<file path="config.mk">
export PLATFORM = sky130hd
export DESIGN_NAME = agc_sync_ctrl
export DESIGN_NICKNAME = d
export VERILOG_FILES = /design/src/rtl/agc_sync_pkg.sv /design/src/rtl/agc_pin_edge.sv /design/src/rtl/agc_pin_gate.sv /design/src/rtl/agc_holdoff_timer.sv /design/src/rtl/agc_sync_ctrl.sv
export SDC_FILE = /design/constraint.sdc
export NUM_CORES = 1
export LEC_CHECK = 0
export BUFFER_PORTS_ARGS = -buffer_cell sky130_fd_sc_hd__buf_2
export CORE_ASPECT_RATIO = 1.2
export CORE_MARGIN = 3
export CORE_UTILIZATION = 35
export DETAILED_ROUTE_END_ITERATION = 6
export PLACE_DENSITY = 0.62
export SYNTH_ARGS = -nofsm -noshare
export SYNTH_HDL_FRONTEND = slang
export SYNTH_SLANG_ARGS = --single-unit
</file>
<file path="constraint.sdc">
create_clock -name clk -period 1.7 [get_ports clk]
set_clock_uncertainty 0.05 [all_clocks]
set_input_delay 0.34 -clock clk [delete_from_list [all_inputs] [get_ports clk]]
set_output_delay 0.34 -clock clk [all_outputs]
set_load 0.005 [all_outputs]
</file>
<file path="src/rtl/agc_sync_pkg.sv">
package agc_sync_pkg;

    localparam int CTL_W      = 4;
    localparam int BIT_BYPASS = 0;
    localparam int BIT_IGNORE = 1;
    localparam int BIT_INIT   = 2;
    localparam int BIT_NOW    = 3;

    // persistent control fields (the immediate-sync bit is not stored)
    typedef struct packed {
        logic init_on_sync;
        logic ignore_repeat;
        logic bypass;
    } agc_ctl_t;

    function automatic agc_ctl_t ctl_decode(input logic [CTL_W-1:0] w);
        agc_ctl_t c;
        c.init_on_sync  = w[BIT_INIT];
        c.ignore_repeat = w[BIT_IGNORE];
        c.bypass        = w[BIT_BYPASS];
        return c;
    endfunction

    function automatic logic ctl_now(input logic [CTL_W-1:0] w);
        return w[BIT_NOW];
    endfunction

endpackage

</file>
<file path="src/rtl/agc_pin_edge.sv">
module agc_pin_edge #(
    parameter int STAGES = 2
) (
    input  logic clk,
    input  logic rst,
    input  logic pin,
    output logic rise
);
    localparam int LAST = STAGES;

    logic [LAST:0] chain;

    always_ff @(posedge clk) begin
        if (rst) chain[0] <= 1'b0;
        else     chain[0] <= pin;
    end

    generate
        for (genvar i = 1; i <= LAST; i++) begin : g_stage
            always_ff @(posedge clk) begin
                if (rst) chain[i] <= 1'b0;
                else     chain[i] <= chain[i-1];
            end
        end
    endgenerate

    assign rise = chain[LAST-1] & ~chain[LAST];

    // a detected rise is a single-cycle event
    a_r2_rise_single: assert property (@(posedge clk) disable iff (rst)
        rise |=> !rise);
endmodule

</file>
<file path="src/rtl/agc_pin_gate.sv">
module agc_pin_gate (
    input  logic clk,
    input  logic rst,
    input  logic rise,
    input  logic enable,
    input  logic ignore_repeat,
    output logic accept
);
    logic locked;

    assign accept = rise && enable && !(ignore_repeat && locked);

    always_ff @(posedge clk) begin
        if (rst)                 locked <= 1'b0;
        else if (!ignore_repeat) locked <= 1'b0;
        else if (accept)         locked <= 1'b1;
    end

    // lock-out is released whenever repeat-ignore is off
    a_r8_release: assert property (@(posedge clk) disable iff (rst)
        !ignore_repeat |=> !locked);
    // once a pin sync is taken in repeat-ignore mode, the gate is locked
    a_r7_lock_after_accept: assert property (@(posedge clk) disable iff (rst)
        (accept && ignore_repeat) |=> locked);
endmodule

</file>
<file path="src/rtl/agc_holdoff_timer.sv">
module agc_holdoff_timer #(
    parameter int HOLD_W = 16
) (
    input  logic              clk,
    input  logic              rst,
    input  logic              load,
    input  logic [HOLD_W-1:0] load_val,
    output logic              expire
);
    localparam logic [HOLD_W-1:0] ONE = HOLD_W'(1);

    logic [HOLD_W-1:0] cnt;
    logic              busy;

    assign expire = busy && (cnt == ONE);

    always_ff @(posedge clk) begin
        if (rst) begin
            cnt  <= '0;
            busy <= 1'b0;
        end else if (load) begin
            cnt  <= load_val;
            busy <= (load_val != '0);
        end else if (busy) begin
            cnt <= cnt - ONE;
            if (cnt == ONE) busy <= 1'b0;
        end
    end

    // a load (re)starts the count from the supplied value
    a_r3_reload: assert property (@(posedge clk) disable iff (rst)
        load |=> (cnt == $past(load_val)));
    // expiry ends the countdown unless a new load arrives
    a_r2_expire_ends: assert property (@(posedge clk) disable iff (rst)
        (expire && !load) |=> !busy);
endmodule

</file>
<file path="src/rtl/agc_sync_ctrl.sv">
module agc_sync_ctrl
    import agc_sync_pkg::*;
#(
    parameter int HOLD_W      = 16,
    parameter int SYNC_STAGES = 2
) (
    input  logic              clk,
    input  logic              rst,
    input  logic              ctl_we,
    input  logic [CTL_W-1:0]  ctl_wdata,
    input  logic              hold_we,
    input  logic [HOLD_W-1:0] hold_wdata,
    input  logic              sync_pin,
    output logic              cic_clear,
    output logic              param_load,
    output logic              update_strobe,
    output logic              bypass_sel
);
    agc_ctl_t          ctl_q;
    logic [HOLD_W-1:0] hold_q;
    logic              now_q;
    logic              pin_rise;
    logic              pin_accept;
    logic              hold_expire;
    logic              sync_enabled;
    logic              restart;

    assign sync_enabled = (hold_q != '0);

    always_ff @(posedge clk) begin
        if (rst) begin
            ctl_q  <= '0;
            hold_q <= '0;
            now_q  <= 1'b0;
        end else begin
            now_q <= ctl_we && ctl_now(ctl_wdata);
            if (ctl_we)  ctl_q  <= ctl_decode(ctl_wdata);
            if (hold_we) hold_q <= hold_wdata;
        end
    end

    agc_pin_edge #(.STAGES(SYNC_STAGES)) u_edge (
        .clk  (clk),
        .rst  (rst),
        .pin  (sync_pin),
        .rise (pin_rise)
    );

    agc_pin_gate u_gate (
        .clk           (clk),
        .rst           (rst),
        .rise          (pin_rise),
        .enable        (sync_enabled),
        .ignore_repeat (ctl_q.ignore_repeat),
        .accept        (pin_accept)
    );

    agc_holdoff_timer #(.HOLD_W(HOLD_W)) u_timer (
        .clk      (clk),
        .rst      (rst),
        .load     (pin_accept),
        .load_val (hold_q),
        .expire   (hold_expire)
    );

    // both sync paths merge into one restart event
    assign restart = (now_q || hold_expire) && sync_enabled;

    always_ff @(posedge clk) begin
        if (rst) begin
            update_strobe <= 1'b0;
            cic_clear     <= 1'b0;
            param_load    <= 1'b0;
        end else begin
            update_strobe <= restart;
            cic_clear     <= restart && ctl_q.init_on_sync;
            param_load    <= restart && ctl_q.init_on_sync;
        end
    end

    assign bypass_sel = ctl_q.bypass;

    // a zero hold-off value silences every strobe
    a_r4_zero_hold_quiet: assert property (@(posedge clk) disable iff (rst)
        !sync_enabled |=> !update_strobe);
    // an immediate sync with synchronization enabled yields an update
    a_r5_now_fires: assert property (@(posedge clk) disable iff (rst)
        (now_q && sync_enabled) |=> update_strobe);
    // clear and load only follow a restart taken with initialize set
    a_r6_clear_needs_init: assert property (@(posedge clk) disable iff (rst)
        (update_strobe && !$past(ctl_q.init_on_sync)) |-> (!cic_clear && !param_load));
    // bypass select follows the last written bypass bit
    a_r9_bypass_follow: assert property (@(posedge clk) disable iff (rst)
        ctl_we |=> (bypass_sel == $past(ctl_wdata[BIT_BYPASS])));
endmodule

</file>
# Word level (Yosys, flattened, before mapping)
# Index checks and enable logic that the tools add are counted.
# classes
addsub,1
n_mul,0
n_div,0
order_cmp,0
eq_ne,1
shifts,0
muxes,5
n_bitwise,3
reduce_logical,12
# op_table
cell,n
2-to-1 mux 16 bit,2
"== test 16 x 1 -> 1 bit, second input constant",1
nonzero test 16 bit,1
"subtractor 16 x 1 -> 16 bit, second input constant",1
logical AND 1 bit,7
2-to-1 mux 1 bit,3
inverter 1 bit,2
nonzero test 2 bit,1
OR reduction 2 bit,1
bitwise AND 1 bit,1
zero test 1 bit,1
logical OR 1 bit,1
# word_totals
ff_bits,43
latch_bits,0
mem_bits_rw,0
romBits,0
in_bits,25
out_inout_bits,4
memories,0

# Longest topological paths before layout
# logic_depth
depth_word,5
ltp_mapped,6
depth_no_buf,6

# Cells and area by module
# A second synthesis with hierarchy kept.
# hier_totals
cells_unflattened,215
hier_area_um2,1981.9
# by_module_without_submodules
module,n_inst,cells_each,area_each_um2,seq_area_each_um2
agc_holdoff_timer,1,127,1047.3,340.3
agc_sync_ctrl,1,76,800.8,440.4
agc_pin_edge,1,7,87.6,60.1
agc_pin_gate,1,5,46.3,20.0

# Worst setup path before layout
# OpenSTA, ideal clock, no wires.
# synth_timing
path_kind,register to register
from,register hold_q[12]
to,register u_timer.cnt[3]
setup_ns,0.138
arrival_time_ns,1.722
required_time_ns,1.512
setup_slack_ns,-0.211
path_stages_with_launch,6
n_path_buf,1
synth_period_minus_slack_ns,1.911
cell_sequence,dfxtp_1 -> or4_4 -> o41a_1 -> nand2_1 -> buf_4 -> a211oi_1
# synth_between
elab_chain_len,4
elab_cells_between_ends,5
classes_between,mux: 1; reduce/logical: 4
# synth_lines
item,line_no,source
from (decl),agc_sync_ctrl.sv:20,logic [HOLD_W-1:0] hold_q;
from (signal assigned),agc_sync_ctrl.sv:38,if (hold_we) hold_q <= hold_wdata;
nonzero test 16 bit (*),agc_sync_ctrl.sv:28,assign sync_enabled = (hold_q != '0);
logical AND 1 bit (*) (2 in a row),agc_pin_gate.sv:11,assign accept = rise && enable && !(ignore_repeat && locked);
2-to-1 mux 16 bit or nonzero test 2 bit (tied branches),--,
to (signal assigned),agc_holdoff_timer.sv:22,cnt <= load_val;
to (signal assigned),agc_holdoff_timer.sv:25,cnt <= cnt - ONE;
to (decl),agc_holdoff_timer.sv:12,logic [HOLD_W-1:0] cnt;
# Every way passes the cells marked *; elsewhere a longest branch is shown, timed or not.
# A chain may end at the register's enable or synchronous reset.

# Final worst setup path
# layout_timing
from,register hold_q[10]
to,register u_timer.cnt[4]
# Same word-level chain as after synthesis.

==> flow_summary.ini <==
[routing]
top_layer = met4
drtAntennaViolNets = 0
dr.pass1.iters = 4
wl_met2_microns = 2238
wl_per_cell_microns = 13.83
vias_per_cell = 5.094
dr_wl_met3_microns = 108
vias = 1630
wl_met1_microns = 2023
drc = 0
drtIter0Drc = 92
drt_wl_total_microns = 4426

[synth]
synth_mux_area_frac = 0.09756
synthSimpleGateAreaFrac = 0.2144
syn_avg_cell_area_sq_um = 9.845
yosys.area_share.xor_xnor = 0.04942
ys_ff_latch = 43
ys_seq_area_frac = 0.4416
synth-adder-area-share = 0.01284
yosysMostFrequentCell = dfxtp_1
syn_area_sq_um = 1949
synth_top_area_share = 0.4416
ys_types = 46
synth_cells = 198
syn-num-nets = 225
synth_ff_type = dfxtp_1
synth-edff-count = 0
synth-compound-area-share = 0.1451
synth.largest_area_cell = dfxtp_1
yosys_warnings = 0
synthTopCellsByCount = 43 x dfxtp_1, 23 x nor2_1, 19 x mux2i_1
synth_top_family_by_area = simple AND/OR/NAND/NOR gates
async_flop_share = 0
synth_area_leaders = dfxtp_1 44%, mux2i_1 9.8%, nor2_1 4.4%

[global_routing]
grt_max_degree = 19
grt_usage = 0.1514
grt_pass1_vias = 1588
overflow = 0
antenna_found_initial = 0
grt_pass1_wl_microns = 7541

[layout]
instances_no_fill = 320
fillers = 513
area_delta_synth_final_pct = 29.78
drive_gt1_frac = 0.3527
nNetsFinal = 284
stdcell_area_sq_um = 2530
diodes = 0

[sta]
maxSlewViolCount = 0
tightest_slew_ps = 470.4
fin_crit_sh = 1.085
min_period_ps = 1844
rsz0062_at_grt = true
relSlewSlack = 0.6864
fin_hold_ws_ps = 209.4
setup_tns_ps = -2243
hold_viol = 0
final-setup-viol-count = 18
max_freq_mhz = 542.4
postLayoutSetupSlackWorst_ps = -143.7

[floorplan]
die_h_microns = 87.75
core_area_sq_um = 5334
initial_core_util = 0.3655
ioPinCount = 29
dieWidth_microns = 74.13
fp.dieArea_sq_um = 6504
rows = 29

[cts]
cts_tree = yes
clkLatencyLatePin_ps = 290
cts.clk_slew.worst_paths_ps = 80
htree_levels = 2
numCtsBuffers = 5
cts-hold-fix-buffers = 0
cts_max_path_buffers = 2
clock-root-buffer = clkbuf_8
clock-sinks = 43

[setup_path]
path_cells = or4_4, o41ai_4, buf_4, nor3_1, a311oi_1
crit_buf_inv = 1
cpMaxStageDelayCell = or4_4
critPathKind = reg2reg
crit_family = simple AND/OR/NAND/NOR gates
worstReg2RegEnd = u_timer.cnt[4]
critPathMaxStageDelay_ps = 560
reg2reg_depth = 5
crit_path_end = u_timer.cnt[4]
start_kind = flip-flop
rr_startpoint = hold_q[10]
end_kind = flip-flop
r2r_slack_ps = -140
crit_path_start = hold_q[10]
crit_required_ps = 1860
path_depth = 5
cp.arrival_ps = 2000
path_max_fanout = 7

[power]
power_density_nw_per_um2 = 957.8
p_switching_mw = 0.6276
cellLeakagePower_nw = 1.112
seq_power_share = 0.464
p_int_mw = 1.796
combPwrFrac = 0.197
p_sw_frac = 0.2590
pwr-share-clk = 0.340
vdd_drop_max_mv = 0.5804

[placed_design]
dp_slack_ps = -168.4
gp_congestion = 0.8434
hpwl_microns = 3402
dp_cells = 312
port_buffers = 28
place_area_sq_um = 2397

[job]
cap_violations = 0

[hold_path]
hp-class = in2reg
hp-start = sync_pin

[run_status]
violations = negative setup slack
outcome = finished, violations left
-- worst min-delay path by stage --
stage	end	depth (start not counted)	slack, ps
after floorplan	u_edge.chain[1]	1	360
after global placement	u_edge.chain[1]	1	370
after detailed placement	u_edge.chain[1]	1	370
after CTS	u_edge.chain[0]	2	200
after global routing	u_edge.chain[0]	2	210
final	u_edge.chain[0]	2	210
-- worst register-to-register path, cell delays in order (launching register included) --
cell,delay [ps]
dfxtp_1,310
or4_4,560
o41ai_4,380
buf_4,210
nor3_1,70
a311oi_1,180
-- logic make-up (layout without fill, tap and decap cells) --
| logic type | count (synthesis) | count (layout) |
|---|---|---|
| xor+xnor | 11 | 11 |
| mux | 19 | 19 |
| compound gates | 34 | 34 |
| flops | 43 | 43 |
| fa+ha+maj | 2 | 2 |
| simple gates | 74 | 74 |
| buf+inv | 15 | 75 |
-- layout make-up --
cell class,count,area (sq um),area share
Timing Repair Buffer,64,426.7,0.1686
Clock buffer,6,82.58,0.03264
Inverter,3,11.26,0.004451
Clock inverter,2,35.03,0.01385
Multi-Input combinational cell,140,1036,0.4095
Sequential cell,43,860.8,0.3403
Tap cell,62,77.57,0.03066
-- flip-flops by register name (all words and copies together), names as in the netlist --
signal	flops
now_q	1
u_edge.chain	3
param_load	1
bypass_sel	1
u_timer.cnt	16
hold_q	16
u_timer.busy	1
update_strobe	1
u_gate.locked	1
ctl_q	2
-- routing by layer --
layer  vias up  global-route usage
li1        838                   -
met1       760              0.1976
met2        27              0.2444
met3         5             0.03444
met4         0             0.05272
met5         -                   0
-- power by group through the flow --
| stage | Combinational, mW | Clock, mW | Sequential (mW) |
|---|---|---|---|
| final | 0.477 | 0.823 | 1.12 |
| after global routing | 0.526 | 0.888 | 1.13 |
| after CTS | 0.473 | 0.842 | 1.12 |
| after detailed placement | 0.470 | 0 | 1.14 |
| after global placement | 0.465 | 0 | 1.14 |
| after floorplan | 0.275 | 0 | 1.14 |
-- per-stage QoR --
step | total power [mW] | utilization
global placement | 1.609 | 0.4494
CTS | 2.437 | 0.4715
floorplan | 1.418 | -
finish | 2.423 | 0.4743
global route | 2.548 | 0.4743
detailed placement | 1.615 | 0.4494
-- layout by cell type, fill, tap and decap left out, drive strengths merged, types with 3 or more instances in the layout --
master,instances
a211oi,5
a21oi,9
a311oi,3
buf,64
clkbuf,6
dfxtp,43
inv,3
mux2i,19
nand2,6
nand3,4
nand4,3
nor2,23
nor2b,3
nor3,11
nor4,5
o31ai,8
or4,5
xnor2,4
xor2,7
-- what timing repair did --
action	CTS	global route
endpoints found under the setup margin	18	20
pin swaps	3	3
cloned	0	0
setup buffers	0	0
resized for setup	0	3
(Power assumes the default switching activity.)
